`src/rtl/tw_pkg.sv`:
```
package tw_pkg;
  typedef enum logic [2:0] {
    ST_IDLE,
    ST_ADDR,
    ST_AACK,
    ST_WDATA,
    ST_WACK,
    ST_RDATA,
    ST_RACK,
    ST_RLOAD
  } tw_state_e;
endpackage

```
`src/rtl/tw_bus_sampler.sv`:
```
module tw_bus_sampler #(
  parameter int STAGES = 2
) (
  input  logic clk_i,
  input  logic rst_ni,
  input  logic scl_i,
  input  logic sda_i,
  output logic sda_o,
  output logic scl_rise_o,
  output logic scl_fall_o,
  output logic start_o,
  output logic stop_o
);
  logic [STAGES-1:0] scl_ff, sda_ff;
  logic scl_d, sda_d, scl_s;

  // idle bus is high: reset to ones so no edge appears at reset release
  always_ff @(posedge clk_i or negedge rst_ni) begin
    if (!rst_ni) begin
      scl_ff <= '1;
      sda_ff <= '1;
      scl_d  <= 1'b1;
      sda_d  <= 1'b1;
    end else begin
      scl_ff <= {scl_ff[STAGES-2:0], scl_i};
      sda_ff <= {sda_ff[STAGES-2:0], sda_i};
      scl_d  <= scl_ff[STAGES-1];
      sda_d  <= sda_ff[STAGES-1];
    end
  end

  assign scl_s      = scl_ff[STAGES-1];
  assign sda_o      = sda_ff[STAGES-1];
  assign scl_rise_o = scl_s & ~scl_d;
  assign scl_fall_o = ~scl_s & scl_d;
  assign start_o    = scl_s & scl_d & sda_d & ~sda_o;
  assign stop_o     = scl_s & scl_d & ~sda_d & sda_o;
endmodule

```
`src/rtl/tw_addr_ctr.sv`:
```
module tw_addr_ctr #(
  parameter int AW        = 7,
  parameter int PAGE_BITS = 2
) (
  input  logic          clk_i,
  input  logic          rst_ni,
  input  logic          load_i,
  input  logic [AW-1:0] load_val_i,
  input  logic          inc_seq_i,
  input  logic          inc_page_i,
  output logic [AW-1:0] addr_o
);
  always_ff @(posedge clk_i or negedge rst_ni) begin
    if (!rst_ni)         addr_o <= '0;
    else if (load_i)     addr_o <= load_val_i;
    else if (inc_seq_i)  addr_o <= addr_o + 1'b1;
    else if (inc_page_i) addr_o <= {addr_o[AW-1:PAGE_BITS], addr_o[PAGE_BITS-1:0] + 1'b1};
  end

  // sequential step over the full range
  a_r7_seq_wrap: assert property (@(posedge clk_i) disable iff (!rst_ni)
    (inc_seq_i && !load_i) |=> (addr_o == AW'($past(addr_o) + 1'b1)));

  // page step keeps the page bits
  a_r5_page_keep: assert property (@(posedge clk_i) disable iff (!rst_ni)
    (inc_page_i && !load_i && !inc_seq_i) |=>
      (addr_o[AW-1:PAGE_BITS] == $past(addr_o[AW-1:PAGE_BITS])));
endmodule

```
`src/rtl/twowire_mem_slave.sv`:
```
module twowire_mem_slave
  import tw_pkg::*;
#(
  parameter int AW          = 7,
  parameter int DW          = 8,
  parameter int PAGE_BITS   = 2,
  parameter int SYNC_STAGES = 2
) (
  input  logic          clk_i,
  input  logic          rst_ni,
  input  logic          scl_i,
  input  logic          sda_i,
  input  logic          busy_i,
  output logic          sda_pull_o,
  output logic          wr_req_o,
  output logic [AW-1:0] wr_addr_o,
  output logic [DW-1:0] wr_data_o,
  output logic [AW-1:0] rd_addr_o,
  input  logic [DW-1:0] rd_data_i
);
  localparam int CW = $clog2(DW);
  localparam logic [CW-1:0] LAST_BIT = CW'(DW - 1);

  logic sda_s, scl_rise, scl_fall, start_c, stop_c;
  logic act, addr_load, inc_seq, inc_page;
  tw_state_e st;
  logic [CW-1:0] bit_cnt;
  logic [DW-1:0] rx_sh, tx_sh;
  logic rw_q, ack_on, pull_q;

  tw_bus_sampler #(.STAGES(SYNC_STAGES)) u_smp (
    .clk_i      (clk_i),
    .rst_ni     (rst_ni),
    .scl_i      (scl_i),
    .sda_i      (sda_i),
    .sda_o      (sda_s),
    .scl_rise_o (scl_rise),
    .scl_fall_o (scl_fall),
    .start_o    (start_c),
    .stop_o     (stop_c)
  );

  assign act       = !busy_i && !start_c && !stop_c;
  assign addr_load = act && (st == ST_AACK) && scl_fall && !ack_on;
  assign inc_page  = act && (st == ST_WACK) && scl_fall && !ack_on;
  assign inc_seq   = act && (st == ST_RACK) && scl_fall;

  tw_addr_ctr #(.AW(AW), .PAGE_BITS(PAGE_BITS)) u_ctr (
    .clk_i      (clk_i),
    .rst_ni     (rst_ni),
    .load_i     (addr_load),
    .load_val_i (rx_sh[DW-1 -: AW]),
    .inc_seq_i  (inc_seq),
    .inc_page_i (inc_page),
    .addr_o     (rd_addr_o)
  );

  always_ff @(posedge clk_i or negedge rst_ni) begin
    if (!rst_ni) begin
      st        <= ST_IDLE;
      bit_cnt   <= '0;
      rx_sh     <= '0;
      tx_sh     <= '0;
      rw_q      <= 1'b0;
      ack_on    <= 1'b0;
      pull_q    <= 1'b0;
      wr_req_o  <= 1'b0;
      wr_addr_o <= '0;
      wr_data_o <= '0;
    end else begin
      wr_req_o <= 1'b0;
      if (busy_i) begin
        st     <= ST_IDLE;
        pull_q <= 1'b0;
        ack_on <= 1'b0;
      end else if (start_c) begin
        st      <= ST_ADDR;
        bit_cnt <= '0;
        pull_q  <= 1'b0;
        ack_on  <= 1'b0;
      end else if (stop_c) begin
        st     <= ST_IDLE;
        pull_q <= 1'b0;
        ack_on <= 1'b0;
      end else begin
        unique case (st)
          ST_ADDR, ST_WDATA: if (scl_rise) begin
            rx_sh   <= {rx_sh[DW-2:0], sda_s};
            bit_cnt <= bit_cnt + 1'b1;
            if (bit_cnt == LAST_BIT) begin
              bit_cnt <= '0;
              st      <= (st == ST_ADDR) ? ST_AACK : ST_WACK;
            end
          end
          ST_AACK: if (scl_fall) begin
            if (!ack_on) begin
              ack_on <= 1'b1;
              pull_q <= 1'b1;
              rw_q   <= rx_sh[0];
            end else begin
              ack_on  <= 1'b0;
              bit_cnt <= '0;
              if (rw_q) begin
                st     <= ST_RDATA;
                tx_sh  <= rd_data_i;
                pull_q <= ~rd_data_i[DW-1];
              end else begin
                st     <= ST_WDATA;
                pull_q <= 1'b0;
              end
            end
          end
          ST_WACK: if (scl_fall) begin
            if (!ack_on) begin
              ack_on    <= 1'b1;
              pull_q    <= 1'b1;
              wr_req_o  <= 1'b1;
              wr_addr_o <= rd_addr_o;
              wr_data_o <= rx_sh;
            end else begin
              ack_on <= 1'b0;
              pull_q <= 1'b0;
              st     <= ST_WDATA;
            end
          end
          ST_RDATA: begin
            if (scl_rise) begin
              bit_cnt <= bit_cnt + 1'b1;
              if (bit_cnt == LAST_BIT) begin
                bit_cnt <= '0;
                st      <= ST_RACK;
              end
            end else if (scl_fall) begin
              pull_q <= ~tx_sh[LAST_BIT - bit_cnt];
            end
          end
          ST_RACK: begin
            if (scl_fall) pull_q <= 1'b0;
            else if (scl_rise) st <= sda_s ? ST_IDLE : ST_RLOAD;
          end
          ST_RLOAD: if (scl_fall) begin
            tx_sh   <= rd_data_i;
            pull_q  <= ~rd_data_i[DW-1];
            bit_cnt <= '0;
            st      <= ST_RDATA;
          end
          default: ;
        endcase
      end
    end
  end

  assign sda_pull_o = pull_q;

  a_r9_busy_release: assert property (@(posedge clk_i) disable iff (!rst_ni)
    busy_i |=> !sda_pull_o);

  a_r2_stop_release: assert property (@(posedge clk_i) disable iff (!rst_ni)
    stop_c |=> !sda_pull_o);

  a_r11_pull_on_fall: assert property (@(posedge clk_i) disable iff (!rst_ni)
    $rose(sda_pull_o) |-> $past(scl_fall));

  a_r4_req_with_ack: assert property (@(posedge clk_i) disable iff (!rst_ni)
    wr_req_o |-> sda_pull_o);

  a_r8_nack_idle: assert property (@(posedge clk_i) disable iff (!rst_ni)
    (act && st == ST_RACK && scl_rise && sda_s) |=> (st == ST_IDLE && !sda_pull_o));
endmodule

```
`config.mk`:
```
export PLATFORM = sky130hd
export DESIGN_NAME = twowire_mem_slave
export DESIGN_NICKNAME = d
export VERILOG_FILES = /design/src/rtl/tw_pkg.sv /design/src/rtl/tw_bus_sampler.sv /design/src/rtl/tw_addr_ctr.sv /design/src/rtl/twowire_mem_slave.sv
export SDC_FILE = /design/constraint.sdc
export NUM_CORES = 1
export LEC_CHECK = 0
export CORE_MARGIN = 3
export CORE_UTILIZATION = 50
export CTS_CLUSTER_DIAMETER = 50
export DETAILED_ROUTE_END_ITERATION = 6
export DONT_BUFFER_PORTS = 1
export PLACE_DENSITY = 0.71
export RECOVER_POWER = 100
export SETUP_SLACK_MARGIN = 0.1
export SYNTH_ARGS = -nofsm -noshare
export SYNTH_HDL_FRONTEND = slang
export SYNTH_SLANG_ARGS = --single-unit
```
`constraint.sdc`:
```
create_clock -name clk_i -period 4 [get_ports clk_i]
set_input_delay 0.8 -clock clk_i [delete_from_list [all_inputs] [get_ports clk_i]]
set_output_delay 0.8 -clock clk_i [all_outputs]
set_load 0.02 [all_outputs]
```
==> flow_metrics.py <==
metrics = {
    "synth": {
        "postSynth.asyncResetShare": 1.00,
        "synth.distinct_cells": 48,
        "syn_area_um2": 2580,
        "syn_area_per_cell_um2": 10.7,
        "synth_warnings": 0,
        "synth_area_leader_cell": "dfrtp_1",
        "synth_top_area_share": 0.466,
        "synth_nets": 258,
        "ys_seq_area_frac": 0.527,
        "synth_cells": 242,
        "synthTopCellsByCount": "57 x nand2_1, 48 x dfrtp_1, 18 x mux2_2",
        "yosysMostFrequentCell": "nand2_1",
        "ys_ff_latch": 54,
        "ys.flop_type": "dfrtp_1",
        "synth_area_leaders": "dfrtp_1 47%, nand2_1 8.3%, mux2_2 7.9%, dfstp_2 6.1%, xor2_1 2.0%",
        "synth_edf_count": 0,
    },
    "setup_path": {
        "start_kind": "flop",
        "cp_max_fo": 23,
        "crit_top_cell": "nand2_1",
        "crit_type": "flop to flop",
        "crit_slowest_cell": "dfrtp_1",
        "critPathArrivalTime_ps": 2640,
        "cpPeakStageDelay_ps": 750,
        "crit_required_ps": 4200,
        "cp-end-kind": "flop",
        "cp_cell_sequence": "nor3_1 > nand4b_1 > clkbuf_1 > inv_1 > nand2_1 > nand2_1",
    },
    "floorplan": {
        "dieArea_um2": 6060,
        "core_um2": 4850,
        "ios": 37,
        "die_h_um": 77.8,
        "die_width_um": 77.8,
        "rows": 25,
        "initial_utilization": 0.532,
    },
    "sta": {
        "finClkSkew_ps": 8.96,
        "hold_viol_final": 0,
        "setup_ws_ps": 1560,
        "fmax_ghz": 0.410,
        "timing.final.crit_period_ps": 2440,
        "period_share": 0.610,
        "max_slew_margin": 0.486,
        "rsz0062_at_grt": "no",
        "finalMaxSlewViolations": 0,
        "finalSetupTns_ps": 0,
        "setup_viol": 0,
        "worst_slew_pin_slew_ps": 771,
    },
    "global_route": {
        "grt_pass1_wl_um": 8360,
        "grt_usage": 0.171,
        "antenna_found_initial": 0,
        "grt_overflow": 0,
        "grt_max_degree": 55,
        "first_global_vias": 1759,
    },
    "route": {
        "antenna_left": 0,
        "drc_errors": 0,
        "wirelength_um": 4680,
        "drt_pass1_iterations": 4,
        "wire_per_inst_um": 15.4,
        "viasPerCell": 5.53,
        "drt_iter0_drc": 104,
        "route.vias.total": 1688,
    },
    "pwr": {
        "powerDensity_nw_per_um2": 563,
        "vdd_drop_max_uv": 322,
        "leakagePower_nw": 1.28,
    },
    "placed_design": {
        "gp_congestion": 0.861,
        "io_buffer_count": 0,
        "post-place-ws_ps": 1850,
        "hpwl_um": 3260,
    },
    "clock_network": {
        "clock_sinks": 54,
        "worstSkewPairLatency_ps": 300,
        "cts_tree": "yes",
        "clk_path_buf_depth": 2,
        "post_cts_buffers": 0,
        "h-tree-depth": 2,
        "numCtsBuffers": 5,
        "path_clk_slew_ps": 100,
        "cts_resized": 0,
        "cts_root_buf": "clkbuf_8",
        "cts_hold_buf": 0,
    },
    "min_path": {
        "hp-class": "input pin to asynchronous set/reset pin",
    },
    "layout": {
        "drive_gt1_frac": 0.155,
        "register_area_um2": 1360,
        "multiInputGateArea_um2": 1130,
        "finalNetCount": 253,
        "antenna_cells": 0,
        "syn_to_final_growth_pct": 5.29,
        "fillers": 425,
    },
    "outcome": {
        "status": "finished clean",
    },
    "job": {
        "drv_cap": 0,
    },
}
[stage by stage]
step | cells | power (mW) | util | area [um2] | hold WS [ps]
finish | 305 | 1.53 | 0.560 | 2720 | 182
global route | 305 | 1.63 | 0.560 | 2720 | 156
CTS | 305 | 1.56 | 0.563 | 2730 | 171
detailed placement | 297 | 1.17 | 0.538 | 2610 | 349
global placement | 297 | 1.16 | 0.538 | 2610 | 347
floorplan | 242 | 1.11 | - | 2580 | 345
[metal layers]
metal  global-route usage  vias up  wire (um)
met5                    0        -          0
met4               0.0498        0         68
met3               0.0464        7        287
met2                0.272       44       2220
met1                0.230      812       2100
li1                     -      825          -
[cell type report]
| cell class | count | share of cell area |
|---|---|---|
| sequential | 54 | 0.500 |
| multi-input combinational | 170 | 0.416 |
| clock inverter | 2 | 0.0143 |
| clock buffer | 6 | 0.0304 |
| timing repair buffer | 1 | 0.00138 |
| tap | 67 | 0.0309 |
| inverter | 5 | 0.00691 |
[logic make-up (layout without fill, tap and decap cells)]
family	after synthesis	count (layout)	synth area share
compound gates	34	34	0.0985
simple gates	98	98	0.182
xor+xnor	8	8	0.0272
flops	54	54	0.527
buf+inv	18	14	0.0306
fa+ha+maj	3	3	0.0146
mux	27	27	0.120
[power by group]
group / internal [mW] / total (mW) / switching, mW
clock network: 0.206 / 0.379 / 0.173
logic: 0.164 / 0.293 / 0.129
registers: 0.648 / 0.858 / 0.210
[layout by cell type (no fill, tap or decap), drive strengths merged, types with 2 or more instances in the layout]
cell type,Yosys,final
a21oi,3,3
xnor2,2,2
nor2,9,9
nor2b,3,3
nand3,3,3
a22o,2,2
a221o,2,2
a22oi,2,2
nand2,57,57
and3,3,3
a31o,2,2
o22ai,2,2
nand4b,2,2
mux2i,5,5
xor2,6,6
and4b,2,2
clkbuf,6,7
o21ai,10,10
dfstp,6,6
dfrtp,48,48
a21bo,2,2
a31oi,2,2
nor3,5,5
mux2,21,21
nand2b,5,5
inv,5,6
nor4,2,2
ha,3,3
[flip-flops by register name (all words and copies together) (netlist names)]
register and flops:
wr_req_o 1, st 3, u_smp.scl_ff 2, rw_q 1
tx_sh 8, wr_addr_o 7, bit_cnt 3, sda_pull_o 1
u_smp.sda_ff 2, wr_data_o 8, u_smp.scl_d 1, u_ctr.addr_o 7
u_smp.sda_d 1, rx_sh 8, ack_on 1
[path summary, 6_finish.rpt]
check                                        to       startpoint  cells after the start  slack (ps)
worst min register to register  u_smp.sda_ff[1]  u_smp.sda_ff[0]                      0         360
min in group clk_i              u_smp.sda_ff[1]  u_smp.sda_ff[0]                      0         360
worst max-delay path               wr_data_o[3]            st[0]                      6        1560
worst min-delay path                   rx_sh[6]           rst_ni                      0         180
worst max register to register     wr_data_o[3]            st[0]                      6        1560
max in group asynchronous           u_smp.sda_d           rst_ni                      0        3630
[worst max-delay path: cells and delay by family (launching register included)]
| family | cells | cell delay [ps] |
|---|---|---|
| AND/OR/NAND/NOR | 4 | 560 |
| buffers and inverters | 2 | 1010 |
| flip-flops | 1 | 750 |
Note: power is estimated with default switching activity, not from simulation.
